## config.mk

```make
export PLATFORM = sky130hd
export DESIGN_NAME = sap_ctl_regs
export DESIGN_NICKNAME = d
export VERILOG_FILES = /design/src/rtl/sap_regs_pkg.sv /design/src/rtl/sap_addr_decode.sv /design/src/rtl/sap_ctrl_reg.sv /design/src/rtl/sap_err_flags.sv /design/src/rtl/sap_ctl_regs.sv
export SDC_FILE = /design/constraint.sdc
export NUM_CORES = 1
export LEC_CHECK = 0
export ABC_AREA = 1
export BUFFER_PORTS_ARGS = -buffer_cell sky130_fd_sc_hd__buf_2
export CAP_MARGIN = 0
export CORE_MARGIN = 1.5
export CORE_UTILIZATION = 47
export CTS_CLUSTER_DIAMETER = 200
export DETAILED_ROUTE_END_ITERATION = 10
export PLACE_DENSITY = 0.81
export SLEW_MARGIN = 0
export SYNTH_ARGS = -nofsm -noshare
export SYNTH_HDL_FRONTEND = slang
export SYNTH_SLANG_ARGS = --single-unit
```

## constraint.sdc

```tcl
create_clock -name clk -period 2.9 [get_ports clk]
set_clock_uncertainty 0.05 [all_clocks]
set_input_delay 0.58 -clock clk [delete_from_list [all_inputs] [get_ports clk]]
set_output_delay 0.58 -clock clk [all_outputs]
set_load 0.01 [all_outputs]
```

## src/rtl/sap_regs_pkg.sv

```systemverilog
package sap_regs_pkg;
  localparam int DATA_W   = 32;
  localparam int REG_SPAN = 16;
  localparam int OFS_SET  = 4;
  localparam int OFS_CLR  = 8;

  typedef enum logic [1:0] {OP_NONE, OP_WR, OP_SET, OP_CLR} wr_op_e;

  // control bit positions
  localparam int B_RUN     = 0;
  localparam int B_SLAVE   = 1;
  localparam int B_RX      = 2;
  localparam int B_DELAY   = 3;
  localparam int B_RJUST   = 4;
  localparam int B_BFALL   = 5;
  localparam int B_LRINV   = 6;
  localparam int B_WLEN    = 8;
  localparam int WLEN_W    = 2;
  localparam int B_MDIV    = 12;
  localparam int MDIV_W    = 3;
  localparam int B_BASE384 = 15;
  localparam int B_WIDE    = 16;
  localparam int B_IRQEN   = 20;
  localparam int B_GATE    = 30;
  localparam int B_SRST    = 31;

  // status bit positions
  localparam int B_BUSY  = 0;
  localparam int B_UFLAG = 4;
  localparam int B_OFLAG = 5;
  localparam int N_FLAGS = 2;

  function automatic logic [DATA_W-1:0] field_mask(int pos, int width);
    logic [DATA_W-1:0] m;
    m = '0;
    for (int i = 0; i < width; i++) m[pos+i] = 1'b1;
    return m;
  endfunction

  localparam logic [DATA_W-1:0] CTRL_KEEP =
    field_mask(B_GATE, 1) | field_mask(B_SRST, 1);
  localparam logic [DATA_W-1:0] CTRL_FIELDS =
    field_mask(B_RUN, 7) | field_mask(B_WLEN, WLEN_W) |
    field_mask(B_MDIV, MDIV_W) | field_mask(B_BASE384, 1) |
    field_mask(B_WIDE, 1) | field_mask(B_IRQEN, 1);
  localparam logic [DATA_W-1:0] CTRL_IMPL    = CTRL_KEEP | CTRL_FIELDS;
  localparam logic [DATA_W-1:0] CTRL_RST_VAL = CTRL_KEEP;

  function automatic logic [DATA_W-1:0] apply_op(wr_op_e op,
                                                 logic [DATA_W-1:0] cur,
                                                 logic [DATA_W-1:0] wd);
    case (op)
      OP_WR:   return wd;
      OP_SET:  return cur | wd;
      OP_CLR:  return cur & ~wd;
      default: return cur;
    endcase
  endfunction
endpackage

```

## src/rtl/sap_addr_decode.sv

```systemverilog
module sap_addr_decode
  import sap_regs_pkg::*;
#(
  parameter int ADDR_W    = 5,
  parameter int CTRL_BASE = 0,
  parameter int STAT_BASE = 16
) (
  input  logic              clk,
  input  logic              rst,
  input  logic [ADDR_W-1:0] addr,
  input  logic              we,
  output wr_op_e            ctrl_op,
  output wr_op_e            stat_op,
  output logic              ctrl_hit,
  output logic              stat_hit
);
  localparam int OFS_W = $clog2(REG_SPAN);
  localparam int BLK_W = ADDR_W - OFS_W;
  localparam logic [BLK_W-1:0] CTRL_BLK = BLK_W'(CTRL_BASE / REG_SPAN);
  localparam logic [BLK_W-1:0] STAT_BLK = BLK_W'(STAT_BASE / REG_SPAN);

  logic [BLK_W-1:0] blk;
  logic [OFS_W-1:0] ofs;
  wr_op_e           alias_op;
  logic             alias_ok;

  assign blk = addr[ADDR_W-1:OFS_W];
  assign ofs = addr[OFS_W-1:0];

  always_comb begin
    alias_ok = 1'b1;
    alias_op = OP_NONE;
    case (ofs)
      OFS_W'(0):       alias_op = OP_WR;
      OFS_W'(OFS_SET): alias_op = OP_SET;
      OFS_W'(OFS_CLR): alias_op = OP_CLR;
      default:         alias_ok = 1'b0;
    endcase
  end

  assign ctrl_hit = alias_ok && (blk == CTRL_BLK);
  assign stat_hit = alias_ok && (blk == STAT_BLK);
  assign ctrl_op  = (we && ctrl_hit) ? alias_op : OP_NONE;
  assign stat_op  = (we && stat_hit) ? alias_op : OP_NONE;

  // at most one word is written per cycle
  a_r11_one_target: assert property (@(posedge clk) disable iff (rst)
    $onehot0({ctrl_op != OP_NONE, stat_op != OP_NONE}));
  // a write strobe with no hit produces no operation
  a_r11_unmapped_quiet: assert property (@(posedge clk) disable iff (rst)
    (!ctrl_hit && !stat_hit) |-> (ctrl_op == OP_NONE && stat_op == OP_NONE));
endmodule

```

## src/rtl/sap_ctrl_reg.sv

```systemverilog
module sap_ctrl_reg
  import sap_regs_pkg::*;
(
  input  logic              clk,
  input  logic              rst,
  input  wr_op_e            op,
  input  logic [DATA_W-1:0] wdata,
  output logic [DATA_W-1:0] ctrl_q
);
  logic [DATA_W-1:0] merged;
  logic [DATA_W-1:0] nxt;

  always_comb begin
    merged = apply_op(op, ctrl_q, wdata) & CTRL_IMPL;
    nxt    = merged[B_SRST] ? (merged & CTRL_KEEP) : merged;
  end

  always_ff @(posedge clk) begin
    if (rst)                ctrl_q <= CTRL_RST_VAL;
    else if (op != OP_NONE) ctrl_q <= nxt;
  end

  // set alias leaves every written field bit at 1 when reset stays off
  a_r3_set_bits: assert property (@(posedge clk) disable iff (rst)
    (op == OP_SET && !wdata[B_SRST] && !ctrl_q[B_SRST]) |=>
      ((ctrl_q & $past(wdata) & CTRL_IMPL) == ($past(wdata) & CTRL_IMPL)));
  // clear alias leaves every written bit at 0
  a_r4_clear_bits: assert property (@(posedge clk) disable iff (rst)
    (op == OP_CLR) |=> ((ctrl_q & $past(wdata)) == '0));
  // while soft reset is held, no field is active
  a_r5_fields_held: assert property (@(posedge clk) disable iff (rst)
    ctrl_q[B_SRST] |-> ((ctrl_q & CTRL_FIELDS) == '0));
  // no bus cycle leaves the word changed when idle
  a_r2_idle_stable: assert property (@(posedge clk) disable iff (rst)
    (op == OP_NONE) |=> $stable(ctrl_q));
endmodule

```

## src/rtl/sap_err_flags.sv

```systemverilog
module sap_err_flags
  import sap_regs_pkg::*;
(
  input  logic               clk,
  input  logic               rst,
  input  wr_op_e             op,
  input  logic [N_FLAGS-1:0] clr_bits,
  input  logic [N_FLAGS-1:0] evt,
  output logic [N_FLAGS-1:0] flag_q
);
  for (genvar g = 0; g < N_FLAGS; g++) begin : g_flag
    logic clear_now;
    assign clear_now = (op == OP_CLR) && clr_bits[g];

    always_ff @(posedge clk) begin
      if (rst)            flag_q[g] <= 1'b0;
      else if (evt[g])    flag_q[g] <= 1'b1;
      else if (clear_now) flag_q[g] <= 1'b0;
    end

    // an event always leaves the flag set
    a_r9_event_wins: assert property (@(posedge clk) disable iff (rst)
      evt[g] |=> flag_q[g]);
    // a set flag stays set unless cleared through the alias
    a_r7_sticky: assert property (@(posedge clk) disable iff (rst)
      (flag_q[g] && !clear_now) |=> flag_q[g]);
    // a flag rises only on an event
    a_r8_no_sw_set: assert property (@(posedge clk) disable iff (rst)
      $rose(flag_q[g]) |-> $past(evt[g]));
  end
endmodule

```

## src/rtl/sap_ctl_regs.sv

```systemverilog
module sap_ctl_regs
  import sap_regs_pkg::*;
#(
  parameter int ADDR_W    = 5,
  parameter int CTRL_BASE = 0,
  parameter int STAT_BASE = 16
) (
  input  logic              clk,
  input  logic              rst,
  input  logic [ADDR_W-1:0] bus_addr,
  input  logic              bus_we,
  input  logic [DATA_W-1:0] bus_wdata,
  output logic [DATA_W-1:0] bus_rdata,
  input  logic              hw_busy,
  input  logic              evt_underflow,
  input  logic              evt_overflow,
  output logic              ctl_soft_reset,
  output logic              ctl_clk_gate,
  output logic              ctl_run,
  output logic              ctl_slave,
  output logic              ctl_rx_mode,
  output logic              ctl_frame_delay,
  output logic              ctl_right_just,
  output logic              ctl_bclk_fall,
  output logic              ctl_lr_invert,
  output logic [WLEN_W-1:0] ctl_word_len,
  output logic [MDIV_W-1:0] ctl_mclk_div,
  output logic              ctl_base_384,
  output logic              ctl_bclk_wide,
  output logic              ctl_err_irq_en,
  output logic              irq
);
  wr_op_e             ctrl_op;
  wr_op_e             stat_op;
  logic               ctrl_hit;
  logic               stat_hit;
  logic [DATA_W-1:0]  ctrl_q;
  logic [N_FLAGS-1:0] flag_q;
  logic [DATA_W-1:0]  stat_word;

  sap_addr_decode #(
    .ADDR_W(ADDR_W), .CTRL_BASE(CTRL_BASE), .STAT_BASE(STAT_BASE)
  ) u_dec (
    .clk(clk), .rst(rst), .addr(bus_addr), .we(bus_we),
    .ctrl_op(ctrl_op), .stat_op(stat_op),
    .ctrl_hit(ctrl_hit), .stat_hit(stat_hit)
  );

  sap_ctrl_reg u_ctrl (
    .clk(clk), .rst(rst), .op(ctrl_op), .wdata(bus_wdata), .ctrl_q(ctrl_q)
  );

  sap_err_flags u_flags (
    .clk(clk), .rst(rst), .op(stat_op),
    .clr_bits({bus_wdata[B_OFLAG], bus_wdata[B_UFLAG]}),
    .evt({evt_overflow, evt_underflow}),
    .flag_q(flag_q)
  );

  always_comb begin
    stat_word          = '0;
    stat_word[B_BUSY]  = hw_busy;
    stat_word[B_UFLAG] = flag_q[0];
    stat_word[B_OFLAG] = flag_q[1];
  end

  always_ff @(posedge clk) begin
    if (rst) begin
      bus_rdata <= '0;
      irq       <= 1'b0;
    end else begin
      bus_rdata <= ctrl_hit ? ctrl_q : (stat_hit ? stat_word : '0);
      irq       <= ctrl_q[B_IRQEN] && (|flag_q);
    end
  end

  assign ctl_soft_reset  = ctrl_q[B_SRST];
  assign ctl_clk_gate    = ctrl_q[B_GATE];
  assign ctl_run         = ctrl_q[B_RUN];
  assign ctl_slave       = ctrl_q[B_SLAVE];
  assign ctl_rx_mode     = ctrl_q[B_RX];
  assign ctl_frame_delay = ctrl_q[B_DELAY];
  assign ctl_right_just  = ctrl_q[B_RJUST];
  assign ctl_bclk_fall   = ctrl_q[B_BFALL];
  assign ctl_lr_invert   = ctrl_q[B_LRINV];
  assign ctl_word_len    = ctrl_q[B_WLEN +: WLEN_W];
  assign ctl_mclk_div    = ctrl_q[B_MDIV +: MDIV_W];
  assign ctl_base_384    = ctrl_q[B_BASE384];
  assign ctl_bclk_wide   = ctrl_q[B_WIDE];
  assign ctl_err_irq_en  = ctrl_q[B_IRQEN];

  // interrupt only follows an enabled, pending error
  a_r10_irq_cause: assert property (@(posedge clk) disable iff (rst)
    irq |-> $past(ctl_err_irq_en && (|flag_q)));
  // an enabled, pending error raises the interrupt one cycle later
  a_r10_irq_raise: assert property (@(posedge clk) disable iff (rst)
    (ctl_err_irq_en && (|flag_q)) |=> irq);
  // unmapped offsets read back as zero
  a_r11_unmapped_zero: assert property (@(posedge clk) disable iff (rst)
    (!ctrl_hit && !stat_hit) |=> (bus_rdata == '0));
endmodule

```

## Word-level counts from Yosys, hierarchy flattened

Index checks and enable logic that the tools add are counted.

| storage, ports and cells | value |
|---|---|
| register bits after elaboration | 67 |
| output and inout bits | 50 |

| cells by class | value |
|---|---|
| equal/unequal tests | 6 |
| multiplexer cells | 12 |
| bitwise operators | 4 |
| reductions and logical operators | 15 |

Operator list:

| cell | count |
|---|---|
| $pmux W32 S3 | 1 |
| $mux W32 | 2 |
| $and A32 B32 Y32 | 1 |
| $not A32 Y32 | 1 |
| $or A32 B32 Y32 | 1 |
| $logic_and A1 B1 Y1 | 7 |
| $eq A2 B2 Y1 const B | 3 |
| $mux W6 | 1 |
| $pmux W2 S3 | 1 |
| $reduce_bool A2 Y1 | 3 |
| $mux W1 | 5 |
| $eq A4 B3 Y1 const B | 1 |
| $eq A4 B4 Y1 const B | 1 |
| $logic_not A4 Y1 | 1 |
| $mux W2 | 2 |
| $reduce_bool A4 Y1 | 1 |
| $reduce_or A3 Y1 | 1 |
| $eq A2 B1 Y1 const B | 1 |
| $reduce_and A2 Y1 | 1 |
| $reduce_or A2 Y1 | 1 |
| $not A1 Y1 | 1 |

## Longest topological paths before layout

| depth | value |
|---|---|
| word-level depth | 10 |
| gate-level depth with buffers | 8 |
| depth with buffers taken out | 7 |

## By module

From an unflattened synthesis, not the netlist that was laid out.

| unflattened totals | value |
|---|---|
| cells, all modules | 297 |
| area total of the unflattened synthesis | 2250.9 sq um |

Modules (own cells, without submodules):

| module | instances | cells each | area each (sq um) | sequential area each (sq um) |
|---|---|---|---|---|
| sap_ctrl_reg | 1 | 156 | 1103.6 | 340.3 |
| sap_ctl_regs | 1 | 115 | 994.7 | 660.6 |
| sap_addr_decode | 1 | 16 | 77.6 | 0.0 |
| sap_err_flags | 1 | 10 | 75.1 | 40.0 |

## Worst setup path after synthesis

Ideal clock, no wire load.

| timing | value |
|---|---|
| path kind | input -> register |
| from | in bus_addr[1] |
| to | reg u_ctrl.ctrl_q[12] |
| arrival time | 1500 ps |
| required time | 2718 ps |
| path slack | 1218 ps |
| stages | 7 |
| path buffers | 1 |
| path through | nor2_4 nand2_4 nor3_4 nand2_1 buf_6 nand3_1 a21oi_1 |

| on the way | value |
|---|---|
| cells in the longest elaborated chain, start to end | 10 |

Ends and longest elaborated chain:

| element | line | RTL |
|---|---|---|
| start, declared | sap_ctl_regs.sv:10 | `input logic [ADDR_W-1:0] bus_addr,` |
| $eq A4 B3 Y1 (tied with other cells) | sap_addr_decode.sv:33 | `case (ofs)` |
| $reduce_or A3 Y1 (no line) | n/a |  |
| $mux W1 | sap_addr_decode.sv:33 |  |
| $logic_and A1 B1 Y1 | sap_addr_decode.sv:41 | `assign ctrl_hit = alias_ok && (blk == CTRL_BLK);` |
| $logic_and A1 B1 Y1 | sap_addr_decode.sv:43 | `assign ctrl_op = (we && ctrl_hit) ? alias_op : OP_NONE;` |
| $mux W2 * | sap_addr_decode.sv:43 |  |
| $eq A2 B2 Y1 or $eq A2 B1 Y1 (tied branches) | sap_regs_pkg.sv:52 | `case (op)` |
| $pmux W32 S3 | sap_regs_pkg.sv:52 |  |
| $reduce_bool A4 Y1 (no line) | n/a |  |
| $reduce_and A2 Y1 (no line) | n/a |  |
| end signal, assigned | sap_ctrl_reg.sv:20 | `else if (op != OP_NONE) ctrl_q <= nxt;` |
| end, declared | sap_ctrl_reg.sv:8 | `output logic [DATA_W-1:0] ctrl_q` |

Every way passes the cells marked *; elsewhere a longest branch is shown, timed or not.
A chain may end at the register's enable or synchronous reset.

## Worst setup path in the final report

| timing | value |
|---|---|
| from | in bus_addr[1] |
| to | reg u_ctrl.ctrl_q[20] |

Same word-level chain as after synthesis.

==> run metrics <==
Min-Delay Path Class in2reg; Yosys Warn Count 0; post-synthesis xor/xnor area fraction 0%; crit path kind in2reg; share of layout cells above drive strength 1 26.6%; Peak Freq 515 MHz; Place WS approximately 0.64 ns; CP max FO 17; Cell Int Power approximately 0.68 mW; CTS tree built; Slew HR about half; PostCTS Resize Cnt 0; postcts setup bufs 0; top cells by area, synth dfxtp_1 43%, nand2_1 11%, nand3_1 9.3%; CTS root buffer clkbuf_4; CP Cell Sequence buf_2 -> nor2_4 -> nand4_4 -> o21ai_2 -> nand3_1 -> o21ai_0; Cell Area, Synth 1710 um2; IO Pins 93; commonest cells after routing, fill and taps aside 62 x buf_2, 50 x nand2_1, 37 x dfxtp_1; final setup fails 0; # hold bufs at CTS 0; Leak 0.984 nW; WL/cell 11.2 um; data arrival time of the worst path between 2 and 2.5 ns; Layout Area Growth over Synthesis 19.1%; Die Ht ~63 um; # fillers 329; top-area cell type share of the netlist area ~43%; gr ovfl total 0; GR Util All Layers 20.5%; P per Cell Area approximately 440 nW/um2; Num CTS Buffers 5; synthesized area per cell between 7 and 8 um2; max capacitance violation total 0; Starting Density 50.2%; CP Launch Type input port; number of global-route vias before repair between 1000 and 1500; Combinational Power Share 8.4%; slowest CP cell o21ai_2; Period Utilization, post-route ~67%; n_diodes 0; multiplexer area fraction after synthesis 0%; GP Congestion between 0.7 and 0.8; max incr delay on CP about 0.62 ns; clock sinks 37; Row Count 21; Pre-Repair DR Iteration Count 4; largest net degree at the start of global routing 19; clock share of power between 30% and 40%; floorplan core area around 3400 um2; Longest Clk Path Bufs 2; family with the most delay on the worst path compound AO/OA/AOI/OAI gates; drt via density around 4.9; Post-Place Cells between 300 and 400; Distinct cells, synth 23; fin worst setup slack 0.959 ns; Clock Latency Late Sink 0.34 ns; Synth area leader dfxtp_1; VDD IR max 241 uV; Worst-Margin Slew approximately 0.74 ns; Post-Synth Simple-Gate Area roughly 33%; setup TNS 0 ns; Nets 339; commonest non-fill, non-tap cell in the layout buf_2; Iteration-0 DRC Markers between 90 and 100; largest family of logic cells by synthesized area simple AND/OR/NAND/NOR gates; P_sw ~0.22 mW; unrepaired setup endpoints after global routing false; Worst Path Required 3.12 ns; Seq pwr share a little under three fifths; max-slew violation count 0; final hold violations 0; fin crit period 1.94 ns; die area approximately 4000 um2; Synth Area in Adders 0%; Reg clk slew, reported paths about 0.11 ns; switching share of power about a quarter; IO buf count 62; status complete, no violations; global-route wire length before repair ~6500 um; H-tree levels 2; Critical Path End Type flop; Synth Area in Compound Gates between 8 and 9%; WP buf/inv 1; initial antenna violation count 0; post-synthesis sequential area ratio 43.2%; vias post-DR approximately 1700; WL final ~3800 um; DRC viols 0; Detailed Place HPWL approximately 2700 um; DIE WIDTH 63.4 um; post-synthesis register bit count 37; Layout Cells excl Fill between 300 and 400; synthesized instance count 236; post-route ant nets 0
flip-flops by register name, summed over array words and instances, names as in the netlist, named ones only:
signal,flops
u_flags.flag_q,2
u_ctrl.ctrl_q,16
bus_rdata,17
irq,1
power groups by stage:
stage	Clock [mW]	Combinational, mW	Sequential, mW
floorplan	0	0.0558	0.526
global placement	0	0.0736	0.526
detailed placement	0	0.0749	0.525
CTS	0.314	0.0751	0.514
global route	0.338	0.0835	0.515
finish	0.307	0.0753	0.514
stage by stage:
stage / util, % / power, mW / area (um2) / hold WS (ns)
floorplan: - / 0.582 / 1770 / 0.393
global placement: 57.7 / 0.599 / 1970 / 0.400
detailed placement: 57.7 / 0.600 / 1970 / 0.402
CTS: 59.7 / 0.903 / 2040 / 0.381
global route: 59.7 / 0.936 / 2040 / 0.379
finish: 59.7 / 0.896 / 2040 / 0.384
kinds of logic (layout without fill, tap and decap cells):
logic type,Yosys count,count (layout)
other,1,15
buffers and inverters,50,97
DFF,37,37
and+or+nand+nor,123,123
AOI/OAI and AO/OA,25,25
cell usage after synthesis:
cell type  instances
nand4_4            1
o21ai_0            5
nand4_1            1
buf_4             17
nor2_1            32
clkbuf_1           3
a21oi_1           16
o22ai_1            1
o21ai_2            1
dfxtp_1           37
inv_1             26
nor2_4             2
nand2_4            1
buf_6              2
o32ai_1            2
nand2_2            1
nand2_1           50
conb_1             1
or2_2              1
buf_2              2
nor3_4             1
nand3_1           32
nor3_1             1
final cells by class:
class	instances	area (um2)	share of cell area (%)
multi-input combinational	163	757	37.1
sequential	37	741	36.3
timing repair buffer	63	318	15.6
inverter	26	97.6	4.78
clock buffer	7	65.1	3.19
tap	46	57.6	2.82
clock inverter	1	5.00	0.245
routing by layer:
layer / share of wire, % / track usage, %
met4: 1.9 / 6.79
met3: 9.3 / 5.54
met2: 47 / 34.7
met1: 42 / 25.2
met5: 0 / 0
final timing paths:
path | from | endpoint | slack [ns] | cells after the start
max | bus_addr[1] | u_ctrl.ctrl_q[20]$_SDFFE_PP0P_ | 0.96 | 6
max reg2reg | u_ctrl.ctrl_q[14]$_SDFFE_PP0P_ | u_ctrl.ctrl_q[14]$_SDFFE_PP0P_ | 1.77 | 5
min reg2reg | u_ctrl.ctrl_q[6]$_SDFFE_PP0P_ | bus_rdata[6]$_SDFF_PP0_ | 0.42 | 2
min | evt_underflow | u_flags.flag_q[0]$_SDFFE_PP0P_ | 0.38 | 3
tightest hold or removal path, delay by kind of cell:
family                 cells  cell delay, ns
AO/OA/AOI/OAI              1            0.03
buffers and inverters      1            0.08
AND/OR/NAND/NOR            1            0.06
No activity file was read; power rests on OpenSTA's default activity.
